## config.mk

```make
export PLATFORM = sky130hd
export DESIGN_NAME = freqtrim_gen
export DESIGN_NICKNAME = d
export VERILOG_FILES = /design/src/rtl/freqtrim_pkg.sv /design/src/rtl/freqtrim_ctrl.sv /design/src/rtl/freqtrim_dp.sv /design/src/rtl/freqtrim_gen.sv
export SDC_FILE = /design/constraint.sdc
export NUM_CORES = 1
export LEC_CHECK = 0
export BUFFER_PORTS_ARGS = -buffer_cell sky130_fd_sc_hd__buf_2
export CAP_MARGIN = 20
export CORE_MARGIN = 1
export CORE_UTILIZATION = 25
export CTS_CLUSTER_DIAMETER = 30
export DETAILED_ROUTE_END_ITERATION = 8
export RECOVER_POWER = 50
export SYNTH_ARGS = -nofsm -noshare
export SYNTH_HDL_FRONTEND = slang
export SYNTH_SLANG_ARGS = --single-unit
```

## constraint.sdc

```tcl
create_clock -name clk -period 10.4 [get_ports clk]
set_input_delay 1.56 -clock clk [delete_from_list [all_inputs] [get_ports clk]]
set_output_delay 1.56 -clock clk [all_outputs]
set_load 0.02 [all_outputs]
```

## src/rtl/freqtrim_pkg.sv

```systemverilog
package freqtrim_pkg;

  // Strobes passed from the control half to the datapath each cycle.
  typedef struct packed {
    logic loadCfg;  // capture a new threshold
    logic clrAcc;   // zero the accumulator this edge
    logic run;      // accumulate and compare this edge
    logic retard;   // direction in force at this edge
  } trimStb_t;

endpackage

```

## src/rtl/freqtrim_ctrl.sv

```systemverilog
module freqtrim_ctrl
  import freqtrim_pkg::*;
(
  input  logic     clk,
  input  logic     rstN,
  input  logic     cfgWr,
  input  logic     ctlWr,
  input  logic     ctlEnable,
  input  logic     ctlRetard,
  output trimStb_t stb,
  output logic     dirState
);

  logic enState;
  logic effEnable;
  logic effRetard;

  // A control write acts at its own edge rather than one cycle later.
  assign effEnable = ctlWr ? ctlEnable : enState;
  assign effRetard = ctlWr ? ctlRetard : dirState;

  always_ff @(posedge clk) begin
    if (!rstN) begin
      enState  <= 1'b0;
      dirState <= 1'b0;
    end else if (ctlWr) begin
      enState  <= ctlEnable;
      dirState <= ctlRetard;
    end
  end

  always_comb begin
    stb.loadCfg = cfgWr;
    stb.clrAcc  = cfgWr || !effEnable;
    stb.run     = effEnable && !cfgWr;
    stb.retard  = effRetard;
  end

endmodule

```

## src/rtl/freqtrim_dp.sv

```systemverilog
module freqtrim_dp
  import freqtrim_pkg::*;
#(
  parameter int INTERVAL_W    = 30,
  parameter int CLK_PERIOD_PS = 10000,
  parameter int NS_SCALE      = 1000,
  localparam int THR_W        = INTERVAL_W + $clog2(NS_SCALE),
  localparam int SUM_W        = THR_W + 1
) (
  input  logic                  clk,
  input  logic                  rstN,
  input  trimStb_t              stb,
  input  logic [INTERVAL_W-1:0] cfgInterval,
  input  logic                  cfgUnitNs,
  output logic                  trimPulse,
  output logic                  trimRetard,
  output logic [THR_W-1:0]      accVal,
  output logic [THR_W-1:0]      thrVal
);

  localparam logic [SUM_W-1:0] STEP = SUM_W'(CLK_PERIOD_PS);

  logic [THR_W-1:0] ivWide;
  logic [THR_W-1:0] thrNew;
  logic [SUM_W-1:0] sum;
  logic [SUM_W-1:0] rem;
  logic [SUM_W-1:0] thrExt;
  logic             hit;
  logic             keepRem;
  logic [THR_W-1:0] accNext;

  // Threshold is held in picoseconds so one comparator serves both units.
  assign ivWide = THR_W'(cfgInterval);
  assign thrNew = cfgUnitNs ? (ivWide * THR_W'(NS_SCALE)) : ivWide;

  assign thrExt  = {1'b0, thrVal};
  assign sum     = {1'b0, accVal} + STEP;
  assign hit     = (sum >= thrExt);
  assign rem     = sum - thrExt;
  assign keepRem = (rem < thrExt);

  always_comb begin
    if (stb.clrAcc || !stb.run) begin
      accNext = '0;
    end else if (hit) begin
      accNext = keepRem ? rem[THR_W-1:0] : '0;
    end else begin
      accNext = sum[THR_W-1:0];
    end
  end

  always_ff @(posedge clk) begin
    if (!rstN) begin
      thrVal <= '0;
    end else if (stb.loadCfg) begin
      thrVal <= thrNew;
    end
  end

  always_ff @(posedge clk) begin
    if (!rstN) begin
      accVal     <= '0;
      trimPulse  <= 1'b0;
      trimRetard <= 1'b0;
    end else begin
      accVal     <= accNext;
      trimPulse  <= stb.run && hit;
      trimRetard <= stb.run && hit && stb.retard;
    end
  end

endmodule

```

## src/rtl/freqtrim_gen.sv

```systemverilog
module freqtrim_gen
  import freqtrim_pkg::*;
#(
  parameter int INTERVAL_W    = 30,
  parameter int CLK_PERIOD_PS = 10000,
  parameter int NS_SCALE      = 1000,
  localparam int THR_W        = INTERVAL_W + $clog2(NS_SCALE)
) (
  input  logic                  clk,
  input  logic                  rstN,
  input  logic                  cfgWr,
  input  logic [INTERVAL_W-1:0] cfgInterval,
  input  logic                  cfgUnitNs,
  input  logic                  ctlWr,
  input  logic                  ctlEnable,
  input  logic                  ctlRetard,
  output logic                  trimPulse,
  output logic                  trimRetard
);

  trimStb_t         stb;
  logic             dirState;
  logic [THR_W-1:0] accVal;
  logic [THR_W-1:0] thrVal;

  freqtrim_ctrl u_ctrl (
    .clk       (clk),
    .rstN      (rstN),
    .cfgWr     (cfgWr),
    .ctlWr     (ctlWr),
    .ctlEnable (ctlEnable),
    .ctlRetard (ctlRetard),
    .stb       (stb),
    .dirState  (dirState)
  );

  freqtrim_dp #(
    .INTERVAL_W    (INTERVAL_W),
    .CLK_PERIOD_PS (CLK_PERIOD_PS),
    .NS_SCALE      (NS_SCALE)
  ) u_dp (
    .clk         (clk),
    .rstN        (rstN),
    .stb         (stb),
    .cfgInterval (cfgInterval),
    .cfgUnitNs   (cfgUnitNs),
    .trimPulse   (trimPulse),
    .trimRetard  (trimRetard),
    .accVal      (accVal),
    .thrVal      (thrVal)
  );

endmodule

```

==> results of run 1 <==
-- final cells by class --
| type | count | share of cell area (%) |
|---|---|---|
| Clock buffer | 9 | 1.81 |
| Multi-Input combinational cell | 1044 | 74.0 |
| Inverter | 85 | 2.57 |
| Sequential cell | 84 | 13.5 |
| Clock inverter | 5 | 0.443 |
| Tap cell | 592 | 5.96 |
| Timing Repair Buffer | 42 | 1.70 |
-- kinds of logic after synthesis --
group	synth area share [%]
compound gates	20.2
xor+xnor	7.31
fa+ha+maj	37.2
buf+inv	4.37
flops	14.8
mux	2.03
simple gates	14.0
-- layer usage --
metal	vias to the layer above	GRT usage [%]	share of wire [%]
met5	-	0	0
met4	0	2.60	1.4
met3	25	1.81	4.2
met2	200	20.0	45
met1	4409	17.2	49
li1	4567	-	-
-- through the flow --
stage	utilization, %	instances
after floorplan	-	1244
after global placement	27.3	1847
after detailed placement	27.3	1847
after CTS	28.0	1861
after global routing	27.9	1861
final	27.9	1861
-- cell usage in the layout, fill, tap and decap left out, types with 21 or more instances in the layout --
cell type,count
xnor2_1,68
a22o_1,32
nor3_1,21
ha_1,161
nor2_1,79
o21ai_0,50
mux2i_1,22
buf_2,34
inv_1,84
nand2_1,73
xor2_1,27
a21oi_1,93
a21o_1,32
dfxtp_1,84
nand3_1,43
a211oi_1,22
fa_1,111
-- registers in the layout, summed over array words and instances (netlist names) --
| register | count |
|---|---|
| u_dp.trimPulse | 1 |
| u_dp.trimRetard | 1 |
| u_dp.thrVal | 40 |
| u_dp.accVal | 40 |
| u_ctrl.dirState | 1 |
| u_ctrl.enState | 1 |
-- worst max-delay path: stages (launching register included) --
cell and delay (ns):
dfxtp_1 0.38, a41oi_1 0.18, nand2_1 0.13, and3_1 0.24, nor2_1 0.08, nor3_1 1.24
nand3_1 0.23, xnor2_1 0.26, ha_1 0.37, a21oi_1 0.19, o21ai_1 0.11, a22o_1 0.21
a311o_1 0.36, o41ai_2 0.33, o21ai_1 0.11, a21oi_1 0.19, xnor2_1 0.17, ha_1 0.27
a2111oi_0 0.46, nand2_1 0.12, nor3_1 0.18, a21oi_1 0.14, nor4_4 0.48, buf_4 0.39
a32o_1 0.23
-- power groups by stage --
stage	combinational (mW)	clock [mW]	sequential, mW
floorplan	1.87	0	0.389
global placement	2.32	0	0.393
detailed placement	2.36	0	0.395
CTS	2.37	0.324	0.389
global route	2.68	0.341	0.394
finish	2.37	0.316	0.389
-- final timing paths --
kind                                startpoint                      endpoint  slack, ns  cells after the start
setup reg to reg     u_dp.accVal[6]$_SDFF_PP0_    u_dp.accVal[37]$_SDFF_PP0_       3.28                     24
hold / removal    u_dp.thrVal[37]$_SDFFE_PN0P_  u_dp.thrVal[37]$_SDFFE_PN0P_       0.46                      2
setup / recovery     u_dp.accVal[6]$_SDFF_PP0_    u_dp.accVal[37]$_SDFF_PP0_       3.28                     24
hold reg to reg   u_dp.thrVal[37]$_SDFFE_PN0P_  u_dp.thrVal[37]$_SDFFE_PN0P_       0.46                      2
==> flow_summary.ini, run 1 <==
[yosys]
synth-main-ff-cell = dfxtp_1
synthCells = 1244
synth_nets = 1553
ys_ff_latch = 84
synth_warnings = 0
synth-edff-count = 0
yosys.area.top_type = fa_1
yosysMostFrequentCell = ha_1
async_flop_share_pct = 0
synth_common_cells = ha_1 (161), fa_1 (111), a21oi_1 (93)
synth_top_area_share_pct = 19.5
syn_area_um2 = 11400
syn_area_per_cell_um2 = 9.15
synth_cell_types = 76
yosysSeqAreaShare_pct = 14.8
synthTopCellsByArea = fa_1 (20%), ha_1 (18%), dfxtp_1 (15%)

[floorplan]
io_pins = 39
start_util_pct = 25.6
core_um2 = 44500
die-area_um2 = 46400
fp.dieW_um = 215
placementRows = 77
die_y_um = 215

[timing]
setup_violations = 0
rsz0062_at_grt = no
setup-tns-final_ns = 0
slew_headroom_pct = -14.4
fin_worst_skew_ns = 0.0172
tightest_slew_ns = 1.71
final_hold_viol_count = 0
setup_slack_ns = 3.28
fin_crit_ns = 7.12
holdWs_ns = 0.459
drv_slew = 24
finalCritPeriodShare_pct = 68.5
fmax_mhz = 140

[cts]
clockBufferDepth = 2
cts-root-buf = clkbuf_16
cts.htree.levels = 3
cts_setup_buffers = 0
cts_tree = built
cts_hold_buf = 0
cts_resized = 0
cts.reportedPaths.clkPinSlew_ns = 0.07
clock_sinks = 84
clock_latency_ns = 0.35
cts_buffers = 9

[power]
p_leak_nw = 5.22
vdd_drop_max_uv = 109
p_int_mw = 1.56
p_sw_share_pct = 49.2
power_frac_clock_pct = 10.3
p_comb_share_pct = 77.1
finalPower_mw = 3.08
power.share.sequential_pct = 12.6
switchingPower_mw = 1.51
power_density_nw_per_um2 = 248

[route]
vias_per_cell = 4.94
wirelength_um = 27700
dr.first_iter.drc_count = 623
ant_nets = 0
first_pass_iters = 7
remaining_drc_errors = 0
routedWlPerCell_um = 14.9
via_count = 9201

[grt]
grt_usage_pct = 12.3
grt_pass1_wl_um = 47300
grt_pass1_vias = 9331
grt_max_degree = 61
antenna_found_initial = 0
grt-ovfl-total = 0

[placement]
dp_slack_ns = 3.89
hpwl_um = 23200
postPlaceCellArea_um2 = 12200
port_buffers = 38
gp_congestion = 0.922

[layout]
ff_latch_area_um2 = 1680
fillers = 4802
diodes = 0
syn2layout_area_growth_pct = 9.16
stdcell_area_um2 = 12400
fin_nets = 1575
drive_gt1_share_pct = 5.20
multi_input_area_um2 = 9190

[worst_setup_path]
crit_fanout = 28
required_ns = 10.69
critPathLaunchType = flip-flop
end_kind = flip-flop
crit_type = reg2reg
critPathArrivalTime_ns = 7.42

[run_status]
status = finished with violations
violations = max-capacitance violations, max-slew violations

[min_path]
min_path_type = reg2reg

[run]
max_cap_viol_count = 2
Power figures use the tool's default switching activity.
==> run 2, diff against run 1 <==
- clock period: 10.4 -> 6.1 ns (I/O delays scaled with it)
==> run 2 against run 1 <==
Net effect: the flow now finishes without violations; total power rose by 74%; hold slack better by 0.010 ns; count of clock-buffer cells in the layout grew 3; routed wire length up 2.5%; combinational power rose by 72%; largest cell class unchanged.
==> flow_summary.ini, run 2 (same netlist as run 1, synthesis figures left out) <==
[run_status]
status = complete, no violations

[layout]
layout_common_cells = ha_1 (160), fa_1 (111), a21oi_1 (93)
fillers = 4794
fin_nets = 1580
top_regs = u_dp.accVal: 40 flops, u_dp.thrVal: 40 flops
syn2layout_area_growth_pct = 10.9
final_core_util_pct = 28.4
stdcell_area_um2 = 12600
final_common_cell = ha_1
drive_gt1_share_pct = 6.43

[cts]
cts_tree = built
cts.htree.levels = 3
clock_latency_ns = 0.36
cts_hold_buf = 0
clockBufferDepth = 2
clock_sinks = 84
cts_buffers = 9
cts-root-buf = clkbuf_16
cts.reportedPaths.clkPinSlew_ns = 0.06

[worst_setup_path]
reg2reg_depth = 22
required_ns = 6.39
crit_fanout = 16
worst_path_max_delay_cell = or4_1
slowest_delay_ns = 0.58
crit_path_start = u_dp.accVal[13]$_SDFF_PP0_
r2r-end = u_dp.accVal[22]$_SDFF_PP0_
critPathLaunchType = flip-flop
crit_path_cell_trace = or4_1 > o21ai_4 > nand3b_1 > xnor2_1 > ha_1 > a21oi_1 > o21ai_1 > a221oi_2 > nor2_1 > a2111oi_2 > o31a_1 > o21ai_0 > or2_0 > and2_1 > ha_1 > a2111oi_1 > nand2_1 > nor3_1 > a21oi_1 > nor4_4 > clkbuf_16 > a22o_1
r2r_start = u_dp.accVal[13]$_SDFF_PP0_
critical_path.endpoint = u_dp.accVal[22]$_SDFF_PP0_
end_kind = flip-flop
r2r_slack_ns = 0.36
critPathArrivalTime_ns = 6.03
crit_type = reg2reg

[route]
remaining_drc_errors = 0
first_pass_iters = 5
dr.first_iter.drc_count = 482
ant_nets = 0
routedWlPerCell_um = 15.2
wirelength_um = 28400
via_count = 9281
vias_per_cell = 4.97

[timing]
fmax_mhz = 174
setup_slack_ns = 0.357
holdWs_ns = 0.469
final_hold_viol_count = 0
drv_slew = 0
tightest_slew_ns = 1.35
slew_headroom_pct = 10.2
fin_crit_ns = 5.74
setup_violations = 0
fin_worst_skew_ns = 0.0134
finalCritPeriodShare_pct = 94.1

[placement]
gp_congestion = 0.917
dp_slack_ns = -0.0680
postPlaceCellArea_um2 = 12200
port_buffers = 38
hpwl_um = 23400

[floorplan]
die-area_um2 = 46400
start_util_pct = 25.6
die_y_um = 215
io_pins = 39
fp.dieW_um = 215
core_um2 = 44500
placementRows = 77

[run]
max_cap_viol_count = 0

[power]
finalPower_mw = 5.35
power_frac_clock_pct = 11.4
power.share.sequential_pct = 12.4
p_leak_nw = 5.31
switchingPower_mw = 2.61
power_density_nw_per_um2 = 424
p_sw_share_pct = 48.8
p_int_mw = 2.74
p_comb_share_pct = 76.2
vdd_drop_max_uv = 232

[min_path]
min_path_type = reg2reg
whs_path_depth = 2
hp-start = u_dp.thrVal[37]$_SDFFE_PN0P_

[grt]
grt_max_degree = 61
grt_usage_pct = 12.5
antenna_found_initial = 0
grt_pass1_vias = 9398
grt-ovfl-total = 0
grt_pass1_wl_um = 47300
[run 2: timing repair]
action,in CTS,in global routing
pin swaps,0,2
buffers inserted,0,2
setup endpoints to repair,32,40
resized for setup,1,14
cloned,0,1
[run 2: cell type report]
type,instances,area [um^2],area share (%)
flip-flops and latches,84,1680,13.3
clock buffers,12,246,1.95
multi-input cells,1044,9280,73.5
clock inverters,4,72.6,0.575
well taps,592,741,5.87
repair buffers,47,278,2.20
inverters,85,319,2.53
diodes,1,2.50,0.0198
[run 2: per-stage QoR]
step	setup TNS (ns)	std cells
global placement	0	1849
CTS	0	1865
floorplan	0	1244
detailed placement	-1.51	1849
global route	-0.837	1868
finish	0	1869
[run 2: routing by layer]
layer / up-vias / wire (um) / track usage (%)
met5: - / 0 / 0
met1: 4511 / 13900 / 17.1
met4: 0 / 430 / 3.05
met3: 26 / 910 / 1.61
met2: 180 / 13200 / 20.5
li1: 4564 / - / -
[run 2: worst min path at each step]
stage,to
detailed placement,u_dp.thrVal[30]$_SDFFE_PN0P_
finish,u_dp.thrVal[37]$_SDFFE_PN0P_
global placement,u_dp.thrVal[30]$_SDFFE_PN0P_
floorplan,u_dp.thrVal[30]$_SDFFE_PN0P_
CTS,u_dp.thrVal[30]$_SDFFE_PN0P_
global route,u_dp.thrVal[37]$_SDFFE_PN0P_
[run 2: power by group through the flow]
| stage | sequential (mW) | combinational [mW] | clock [mW] |
|---|---|---|---|
| floorplan | 0.663 | 3.19 | 0 |
| global placement | 0.671 | 3.96 | 0 |
| detailed placement | 0.674 | 4.02 | 0 |
| CTS | 0.662 | 4.05 | 0.630 |
| global route | 0.672 | 4.60 | 0.647 |
| finish | 0.661 | 4.08 | 0.610 |
[run 2: critical path, delay by kind of cell (launching register included)]
family                     cells  cell delay, ns
AOI/OAI and AO/OA             10            2.39
and+or+nand+nor                8            1.92
adders and majority gates      2            0.56
DFF                            1            0.36
buffers and inverters          1            0.27
xor gates and xnor gates       1            0.17
